$ cat src/rtl/mvfmt_pkg.sv
package mvfmt_pkg;

  localparam int COL_MAX = 702;
  localparam int LETTERS = 26;

  typedef enum logic [2:0] {
    ST_IDLE,
    ST_LET1,
    ST_LET2,
    ST_ROW,
    ST_TILE,
    ST_NL,
    ST_WAIT
  } fmt_state_t;

  function automatic int dec_digits(input int width);
    int v;
    int n;
    v = (1 << width) - 1;
    n = 1;
    while (v >= 10) begin
      v = v / 10;
      n = n + 1;
    end
    return n;
  endfunction

  function automatic logic [31:0] pow10(input int k);
    logic [31:0] p;
    p = 32'd1;
    for (int i = 0; i < k; i++) p = p * 32'd10;
    return p;
  endfunction

  function automatic logic [7:0] tile_char(input logic [1:0] code);
    case (code)
      2'd1:    return 8'h2F;
      2'd2:    return 8'h5C;
      default: return 8'h2B;
    endcase
  endfunction

endpackage

$ cat src/rtl/mvfmt_colsplit.sv
module mvfmt_colsplit #(
  parameter int COL_W = 10
) (
  input  logic             clk,
  input  logic             rst_n,
  input  logic             start,
  input  logic [COL_W-1:0] col,
  output logic             rdy,
  output logic             is_at,
  output logic             two,
  output logic [4:0]       hi,
  output logic [4:0]       lo
);
  import mvfmt_pkg::*;

  logic [COL_W-1:0] rem_q;
  logic [COL_W-1:0] col_c;
  logic             busy_q;

  always_comb begin
    if (int'(col) > COL_MAX) col_c = COL_W'(COL_MAX);
    else                     col_c = col;
  end

  always_ff @(posedge clk or negedge rst_n) begin
    if (!rst_n) begin
      rem_q  <= '0;
      hi     <= '0;
      busy_q <= 1'b0;
      rdy    <= 1'b0;
      is_at  <= 1'b0;
    end else if (start) begin
      is_at  <= (col_c == '0);
      rem_q  <= (col_c == '0) ? '0 : col_c - COL_W'(1);
      hi     <= '0;
      busy_q <= 1'b1;
      rdy    <= 1'b0;
    end else if (busy_q) begin
      if (int'(rem_q) >= LETTERS) begin
        rem_q <= rem_q - COL_W'(LETTERS);
        hi    <= hi + 5'd1;
      end else begin
        busy_q <= 1'b0;
        rdy    <= 1'b1;
      end
    end
  end

  assign two = (hi != 5'd0);
  assign lo  = rem_q[4:0];

endmodule

$ cat src/rtl/mvfmt_rowdec.sv
module mvfmt_rowdec #(
  parameter int ROW_W = 10
) (
  input  logic             clk,
  input  logic             rst_n,
  input  logic             start,
  input  logic [ROW_W-1:0] row,
  input  logic             take,
  output logic             dig_valid,
  output logic [3:0]       dig,
  output logic             last
);
  import mvfmt_pkg::*;

  localparam int DIGITS = dec_digits(ROW_W);
  localparam int PIDX_W = (DIGITS > 1) ? $clog2(DIGITS) : 1;

  typedef enum logic [1:0] {RD_IDLE, RD_CALC, RD_HOLD} rd_state_t;

  rd_state_t        st_q;
  logic [ROW_W-1:0] rem_q;
  logic [PIDX_W-1:0] pidx_q;
  logic [3:0]       q_q;
  logic             started_q;
  logic [31:0]      pw;

  always_comb pw = pow10(int'(pidx_q));

  always_ff @(posedge clk or negedge rst_n) begin
    if (!rst_n) begin
      st_q      <= RD_IDLE;
      rem_q     <= '0;
      pidx_q    <= '0;
      q_q       <= '0;
      started_q <= 1'b0;
    end else if (start) begin
      st_q      <= RD_CALC;
      rem_q     <= row;
      pidx_q    <= PIDX_W'(DIGITS - 1);
      q_q       <= '0;
      started_q <= 1'b0;
    end else begin
      case (st_q)
        RD_CALC: begin
          if (32'(rem_q) >= pw) begin
            rem_q <= rem_q - pw[ROW_W-1:0];
            q_q   <= q_q + 4'd1;
          end else if (q_q != 4'd0 || started_q || pidx_q == '0) begin
            st_q <= RD_HOLD;
          end else begin
            pidx_q <= pidx_q - PIDX_W'(1);
          end
        end
        RD_HOLD: begin
          if (take) begin
            started_q <= 1'b1;
            q_q       <= '0;
            if (pidx_q == '0) begin
              st_q <= RD_IDLE;
            end else begin
              pidx_q <= pidx_q - PIDX_W'(1);
              st_q   <= RD_CALC;
            end
          end
        end
        default: st_q <= RD_IDLE;
      endcase
    end
  end

  assign dig_valid = (st_q == RD_HOLD);
  assign dig       = q_q;
  assign last      = (pidx_q == '0);

endmodule

$ cat src/rtl/mvfmt_txslot.sv
module mvfmt_txslot (
  input  logic       clk,
  input  logic       rst_n,
  input  logic       load,
  input  logic [7:0] din,
  input  logic       ready,
  output logic       valid,
  output logic [7:0] data,
  output logic       fire
);

  assign fire = valid && ready;

  always_ff @(posedge clk or negedge rst_n) begin
    if (!rst_n) begin
      valid <= 1'b0;
      data  <= 8'h00;
    end else if (load) begin
      valid <= 1'b1;
      data  <= din;
    end else if (fire) begin
      valid <= 1'b0;
    end
  end

endmodule

$ cat src/rtl/mvfmt_top.sv
module mvfmt_top #(
  parameter int COL_W = 10,
  parameter int ROW_W = 10
) (
  input  logic             clk,
  input  logic             rst_n,
  input  logic             move_valid,
  output logic             move_ready,
  input  logic [COL_W-1:0] move_col,
  input  logic [ROW_W-1:0] move_row,
  input  logic [1:0]       move_tile,
  output logic             byte_valid,
  input  logic             byte_ready,
  output logic [7:0]       byte_data,
  output logic             done
);
  import mvfmt_pkg::*;

  fmt_state_t state_q, state_d;
  logic [1:0] tile_q;
  logic       accept;
  logic       cs_rdy, cs_at, cs_two;
  logic [4:0] cs_hi, cs_lo;
  logic       rd_valid, rd_last, rd_take;
  logic [3:0] rd_dig;
  logic       slot_load, slot_fire;
  logic [7:0] slot_din;

  assign move_ready = (state_q == ST_IDLE);
  assign accept     = move_valid && move_ready;

  mvfmt_colsplit #(.COL_W(COL_W)) u_col (
    .clk(clk), .rst_n(rst_n), .start(accept), .col(move_col),
    .rdy(cs_rdy), .is_at(cs_at), .two(cs_two), .hi(cs_hi), .lo(cs_lo)
  );

  mvfmt_rowdec #(.ROW_W(ROW_W)) u_row (
    .clk(clk), .rst_n(rst_n), .start(accept), .row(move_row),
    .take(rd_take), .dig_valid(rd_valid), .dig(rd_dig), .last(rd_last)
  );

  mvfmt_txslot u_slot (
    .clk(clk), .rst_n(rst_n), .load(slot_load), .din(slot_din),
    .ready(byte_ready), .valid(byte_valid), .data(byte_data), .fire(slot_fire)
  );

  always_comb begin
    state_d   = state_q;
    slot_load = 1'b0;
    slot_din  = 8'h00;
    rd_take   = 1'b0;
    case (state_q)
      ST_IDLE: if (accept) state_d = ST_LET1;
      ST_LET1: begin
        if (cs_rdy && !byte_valid) begin
          slot_load = 1'b1;
          if (cs_at) begin
            slot_din = 8'h40;
            state_d  = ST_ROW;
          end else if (cs_two) begin
            slot_din = 8'h40 + {3'd0, cs_hi};
            state_d  = ST_LET2;
          end else begin
            slot_din = 8'h41 + {3'd0, cs_lo};
            state_d  = ST_ROW;
          end
        end
      end
      ST_LET2: begin
        if (!byte_valid) begin
          slot_load = 1'b1;
          slot_din  = 8'h41 + {3'd0, cs_lo};
          state_d   = ST_ROW;
        end
      end
      ST_ROW: begin
        if (rd_valid && !byte_valid) begin
          slot_load = 1'b1;
          rd_take   = 1'b1;
          slot_din  = 8'h30 + {4'd0, rd_dig};
          if (rd_last) state_d = ST_TILE;
        end
      end
      ST_TILE: begin
        if (!byte_valid) begin
          slot_load = 1'b1;
          slot_din  = tile_char(tile_q);
          state_d   = ST_NL;
        end
      end
      ST_NL: begin
        if (!byte_valid) begin
          slot_load = 1'b1;
          slot_din  = 8'h0A;
          state_d   = ST_WAIT;
        end
      end
      ST_WAIT: if (slot_fire) state_d = ST_IDLE;
      default: state_d = ST_IDLE;
    endcase
  end

  always_ff @(posedge clk or negedge rst_n) begin
    if (!rst_n) begin
      state_q <= ST_IDLE;
      tile_q  <= 2'd0;
      done    <= 1'b0;
    end else begin
      state_q <= state_d;
      done    <= (state_q == ST_WAIT) && slot_fire;
      if (accept) tile_q <= move_tile;
    end
  end

endmodule

$ cat config.mk
export PLATFORM = sky130hd
export DESIGN_NAME = mvfmt_top
export DESIGN_NICKNAME = d
export VERILOG_FILES = /design/src/rtl/mvfmt_pkg.sv /design/src/rtl/mvfmt_colsplit.sv /design/src/rtl/mvfmt_rowdec.sv /design/src/rtl/mvfmt_txslot.sv /design/src/rtl/mvfmt_top.sv
export SDC_FILE = /design/constraint.sdc
export NUM_CORES = 1
export LEC_CHECK = 0
export BUFFER_PORTS_ARGS = -buffer_cell sky130_fd_sc_hd__buf_2
export CORE_MARGIN = 8
export CORE_UTILIZATION = 35
export DETAILED_ROUTE_END_ITERATION = 6
export GPL_TIMING_DRIVEN = 1
export SYNTH_ARGS = -nofsm -noshare
export SYNTH_HDL_FRONTEND = slang
export SYNTH_SLANG_ARGS = --single-unit
$ cat constraint.sdc
create_clock -name clk -period 6.25 [get_ports clk]
set_clock_uncertainty 0.2 [all_clocks]
set_input_delay 0.625 -clock clk [delete_from_list [all_inputs] [get_ports clk]]
set_output_delay 0.625 -clock clk [all_outputs]
set_load 0.02 [all_outputs]
Word-level counts from Yosys, hierarchy flattened --
Index checks and enable logic that the tools add are counted.
Storage, ports and cells: flip-flop bits (word level) 52, latch bits 0, RAM bits 0, bits in read-only memories 0, output and inout bits 11, memories 0
Operators by class: $add $sub $neg 9, $mul 0, div/mod/pow operators 0, magnitude comparators 6, eq/ne operators 25, shift-type cells 0, muxes and demuxes 66, bitwise gates (word level) 0, reduce and logical (&&, ||, !) cells 30
Operator list (number):
- 10-bit two-way mux | 9
- 32-bit two-way mux | 2
- 8-bit one-hot mux with 5 select lines | 1
- 10-bit by 32-bit >= comparator with 1-bit output | 1
- 8-bit two-way mux | 4
- 3-bit two-way mux | 8
- 3-bit one-hot mux with 7 select lines | 1
- 1-bit two-way mux | 18
- 2-bit two-way mux | 9
- 7-bit by 5-bit adder with 8-bit output, first input constant | 2
- 4-bit two-way mux | 4
- 2-bit != test, second input constant | 8
- 5-bit two-way mux | 3
- 7-bit two-way mux | 2
- 7-bit one-hot mux with 2 select lines | 1
- 2-bit nonzero test | 7
- 10-bit by 5-bit >= comparator with 1-bit output, second input constant | 1
- 10-bit greater-than comparator, second input constant | 1
- 10-bit zero test | 1
- 10-bit by 1-bit subtractor with 10-bit output, second input constant | 1
- 10-bit subtractor | 1
- 10-bit by 5-bit subtractor with 10-bit output, second input constant | 1
- 3-bit equality test, second input constant | 3
- 3-bit by 2-bit != test with 1-bit output, second input constant | 3
- other kinds (28) | 44

Logic depth before layout (Yosys ltp) --
word-level depth 8, mapped depth 13, mapped depth without buffers 12

Hierarchy --
A second synthesis with hierarchy kept.
Unflattened totals: cells, all modules 456, area total of the unflattened synthesis 4032.6 um2
Modules (own cells, without submodules):
- mvfmt_rowdec | times used 1, cells each 175, area each 1562.7 um2
- mvfmt_colsplit | times used 1, cells each 146, area each 1280.0 um2
- mvfmt_top | times used 1, cells each 114, area each 814.5 um2
- mvfmt_txslot | times used 1, cells each 21, area each 375.4 um2

Worst setup path after synthesis --
OpenSTA, ideal clock, no wires.
path kind register -> register, start register u_row.pidx_q[1], end register u_row.pidx_q[1], setup time 0.128 ns, arrival 2.755 ns, data required time 5.922 ns, setup slack 3.167 ns, cell stages (with the launch flop) 11, buffers on the path 0, period minus slack after synthesis 3.083 ns, cell sequence dfrtp_1 > inv_1 > ha_1 > or3_1 > ha_1 > and3_1 > nor2b_1 > a211o_1 > or2_1 > a21oi_4 > mux2_1
On the way: word-level cells in the longest chain between the ends 7, elaborated cells between the ends (all ways) 20, those cells by class add/sub (1); order compare (4); eq/ne (3); mux (9); reduce/logical (3)
Ends and longest elaborated chain:
- start: declaration | RTL line mvfmt_rowdec.sv:22 | logic [PIDX_W-1:0] pidx_q;
- start signal: assignment | RTL line mvfmt_rowdec.sv:39 | pidx_q <= PIDX_W'(DIGITS - 1);
- start signal: assignment | RTL line mvfmt_rowdec.sv:51 | pidx_q <= pidx_q - PIDX_W'(1);
- start signal: assignment | RTL line mvfmt_rowdec.sv:61 | pidx_q <= pidx_q - PIDX_W'(1);
- 2-bit < comparator | RTL line mvfmt_pkg.sv:31 | for (int i = 0; i < k; i++) p = p * 32'd10;
- 10-bit two-way mux | RTL line mvfmt_pkg.sv:31
- 32-bit two-way mux (2 in series) | RTL line mvfmt_pkg.sv:31
- 10-bit by 32-bit >= comparator with 1-bit output | RTL line mvfmt_rowdec.sv:45 | if (32'(rem_q) >= pw) begin
- 3-bit != test (no source line)
- 5-bit AND reduction (no source line)
Several ways; a longest one is shown, not always the timed one. The select of a mux whose other input is x is not followed. A chain may end at the register's enable or synchronous reset.

Worst setup path after layout --
start register u_row.pidx_q[0], end register u_row.rem_q[9]
On the way: word-level cells in the longest chain between the ends 8, elaborated cells between the ends (all ways) 13, those cells by class add/sub (1); order compare (4); mux (6); reduce/logical (2)
Ends and longest elaborated chain:
- 2-bit < comparator | RTL line mvfmt_pkg.sv:31
- 10-bit two-way mux | RTL line mvfmt_pkg.sv:31
- 32-bit two-way mux | RTL line mvfmt_pkg.sv:31
- 32-bit two-way mux (*) | RTL line mvfmt_pkg.sv:31
- branches (longest 4 deep; another with 10-bit by 32-bit >= comparator with 1-bit output)
- end signal: assignment | RTL line mvfmt_rowdec.sv:38 | rem_q <= row;
- end signal: assignment | RTL line mvfmt_rowdec.sv:46 | rem_q <= rem_q - pw[ROW_W-1:0];
- end: declaration | RTL line mvfmt_rowdec.sv:21 | logic [ROW_W-1:0] rem_q;
Every way passes the cells marked *. The select of a mux whose other input is x is not followed.

==> results.toml <==
[power]
p_int_mw = 1.11
power_density_mw_per_mm2 = 545
p_seq_share_pct = 29.6
p_sw_mw = 1.09
peakVddDrop_mv = 0.155
power.share.clock_pct = 9.2
p_comb_share_pct = 61.2
leakagePower_nw = 1.83
switching_share_pct = 49.5

[critical_path]
critPathSlowestCell = "o21ai_2"
path_cells = "inv_1 > ha_1 > or3_1 > ha_1 > and3_1 > nor2b_1 > a211o_1 > o21ai_2 > a311o_1 > a2bb2oi_1"
cp-end-kind = "flop"
cp.arrival_ns = 3.55
critPathKind = "reg2reg"
path_common_cell = "ha_1"
startpoint_type = "flop"
cp_max_fo = 17
cp_top_family = "compound AO/OA/AOI/OAI gates"
crit_buf_inv = 1
critPathMaxStageDelay_ns = 0.61
crit_required_ns = 6.29

[floorplan]
rows = 37
die_y_um = 118
num_io_pins = 37
fp.dieW_um = 118
fp.dieArea_mm2 = 0.0140
core_area_mm2 = 0.0102
start_util_pct = 35.8

[worst_hold_path]
min_path_type = "in2async"

[clock_tree]
cts_tree = "yes"
numCtsBuffers = 5
cts_sinks = 51
cts_resized = 0
cts_root_buf = "clkbuf_8"
clock_path_buffers = 2
post_cts_buffers = 0
h-tree-depth = 2
clkTransAtPathRegs_ns = 0.11
clock_latency_ns = 0.31
holdBufCountCts = 0

[route]
wl_per_cell_um = 14.5
wl_met1_mm = 4.34
maxUsedRoutingLayer = "met4"
drtIter0Drc = 114
firstDrtPassIters = 4
met2_wirelength_mm = 4.06
routed_wirelength_mm = 8.79
num_vias = 3197
dr_wl_met3_um = 247
drc = 0
ant_nets = 0
routed_via_density = 5.29

[synth]
synth_mux_area_share_pct = 2.26
synth_nets = 493
synth-adder-area-share_pct = 9.77
synth_area_per_cell_um2 = 8.34
synthArstFlopShare_pct = 100
synth-seq-cells = 51
ys_warn_count = 0
synthSimpleGateAreaFrac_pct = 23.6
synth_enable_flop_cells = 0
synth_compound_area_share_pct = 20.8
synth_xor_xnor_area_share_pct = 3.83
synth_seq_area_share_pct = 34.9
ys_types = 65
synth_top_family_by_area = "simple AND/OR/NAND/NOR gates"
syn_inst = 439
netlist_area_mm2 = 0.00366
ys.flop_type = "dfrtp_1"

[sta]
tns_ns = 0
max_freq_mhz = 285
rsz0062_at_grt = "no"
min_period_ns = 3.51
fin_crit_sh_pct = 56.2
setup_viol = 0
tightest_slew_ns = 0.934
worst_slack_ns = 2.74
hold_violations = 0
relSlewSlack_pct = 37.6
maxSlewViolCount = 0

[global_route]
antenna_found_initial = 0
grt_usage_pct = 12.7
grt_max_degree = 52
grt_pass1_vias = 3204
grt_overflow_total = 0
grt_pass1_wl_mm = 15.0

[placement]
place_hpwl_mm = 6.50
place_ws_ns = 2.79
finalWeightedCongestion = 0.891
portBuffers = 35
placedCellCount = 596
placed_area_mm2 = 0.00395

[cells_and_area]
fin_util_pct = 39.5
nNetsFinal = 521
n_antenna_cell = 0
drive_gt1_share_pct = 12.6
fillCellCount = 1047
multi_input_area_mm2 = 0.00221
area_growth_pct = 10.3
final_common_cell = "nand2_1"
instances_no_fill = 604
layout_common_cells = "nand2_1, dfrtp_1, nor2_1"
design_area_mm2 = 0.00404
regArea_mm2 = 0.00128

[outcome]
outcome = "complete, no violations"

[job]
cap_violations = 0
-- through the flow --
stage,hold WS [ns],power (mW)
after global placement,0.259,1.95
final,0.196,2.20
after floorplan,0.129,1.68
after detailed placement,0.266,1.99
after CTS,0.250,2.21
after global routing,0.289,2.43
-- registers in the layout, summed over array words and instances, names as in the netlist --
| name | count |
|---|---|
| done | 1 |
| state_q | 3 |
| tile_q | 2 |
| u_col.busy_q | 1 |
| u_col.hi | 5 |
| u_col.is_at | 1 |
| u_col.rdy | 1 |
| u_col.rem_q | 10 |
| u_row.dig | 4 |
| u_row.pidx_q | 2 |
| u_row.rem_q | 10 |
| u_row.st_q | 2 |
| u_row.started_q | 1 |
| u_slot.data | 7 |
| u_slot.valid | 1 |
-- worst register-to-register path, stage by stage, from the launching register on --
cell and delay (ns):
dfrtp_1 0.40, inv_1 0.12, ha_1 0.29, or3_1 0.39, ha_1 0.35, and3_1 0.22
nor2b_1 0.13, a211o_1 0.39, o21ai_2 0.61, a311o_1 0.21, a2bb2oi_1 0.14
-- routing by layer --
metal	vias up	GRT usage, %
met4	0	3.92
met1	1524	16.3
met5	-	0
met3	9	2.14
met2	52	21.2
li1	1612	-
-- power groups by stage --
| stage | registers (mW) | logic, mW | clock network [mW] |
|---|---|---|---|
| after global placement | 0.650 | 1.30 | 0 |
| after floorplan | 0.616 | 1.06 | 0 |
| final | 0.651 | 1.35 | 0.203 |
| after global routing | 0.678 | 1.53 | 0.223 |
| after detailed placement | 0.654 | 1.34 | 0 |
| after CTS | 0.648 | 1.35 | 0.210 |
-- worst paths after layout --
path	startpoint	endpoint	slack, ns	depth (start not counted)
max	u_row.pidx_q[0]	u_row.rem_q[9]	2.74	10
min	rst_n	u_slot.data[2]	0.20	2
max reg2reg	u_row.pidx_q[0]	u_row.rem_q[9]	2.74	10
min reg2reg	u_slot.data[5]	u_slot.data[5]	0.29	2
max in group asynchronous	rst_n	u_row.rem_q[9]	5.18	2
min in group clk	u_slot.data[5]	u_slot.data[5]	0.29	2
-- cell families after synthesis --
logic type	count (synthesis)
AOI/OAI and AO/OA	116
xor gates and xnor gates	16
adders and majority gates	28
buffers and inverters	42
DFF	51
muxes	8
other	1
and+or+nand+nor	177
-- layout make-up --
type	instances	area share [%]
Sequential cell	51	31.6
Clock inverter	3	0.558
Tap cell	136	4.22
Clock buffer	5	1.70
Multi-Input combinational cell	346	54.8
Timing Repair Buffer	37	4.71
Inverter	26	2.42
-- cell usage after synthesis, drive strengths merged (3+ instances only) --
cell type / count / area [um^2]
a211oi: 3 / 27.5
a21oi: 29 / 160
a22o: 7 / 61.3
a31oi: 6 / 37.5
and2: 4 / 25.0
and3: 3 / 18.8
buf: 11 / 56.3
clkbuf: 5 / 20.0
dfrtp: 51 / 1280
ha: 27 / 338
inv: 26 / 97.6
mux2i: 6 / 60.1
nand2: 52 / 195
nand2b: 7 / 43.8
nand3: 17 / 85.1
nand4: 6 / 37.5
nor2: 49 / 199
nor2b: 9 / 56.3
nor3: 15 / 91.3
o211ai: 3 / 22.5
o21ai: 38 / 198
o31ai: 4 / 30.0
o41ai: 3 / 26.3
or2: 3 / 18.8
or3: 4 / 25.0
xnor2: 10 / 87.6
xor2: 6 / 52.6
Note: power is estimated with default switching activity, not from simulation.
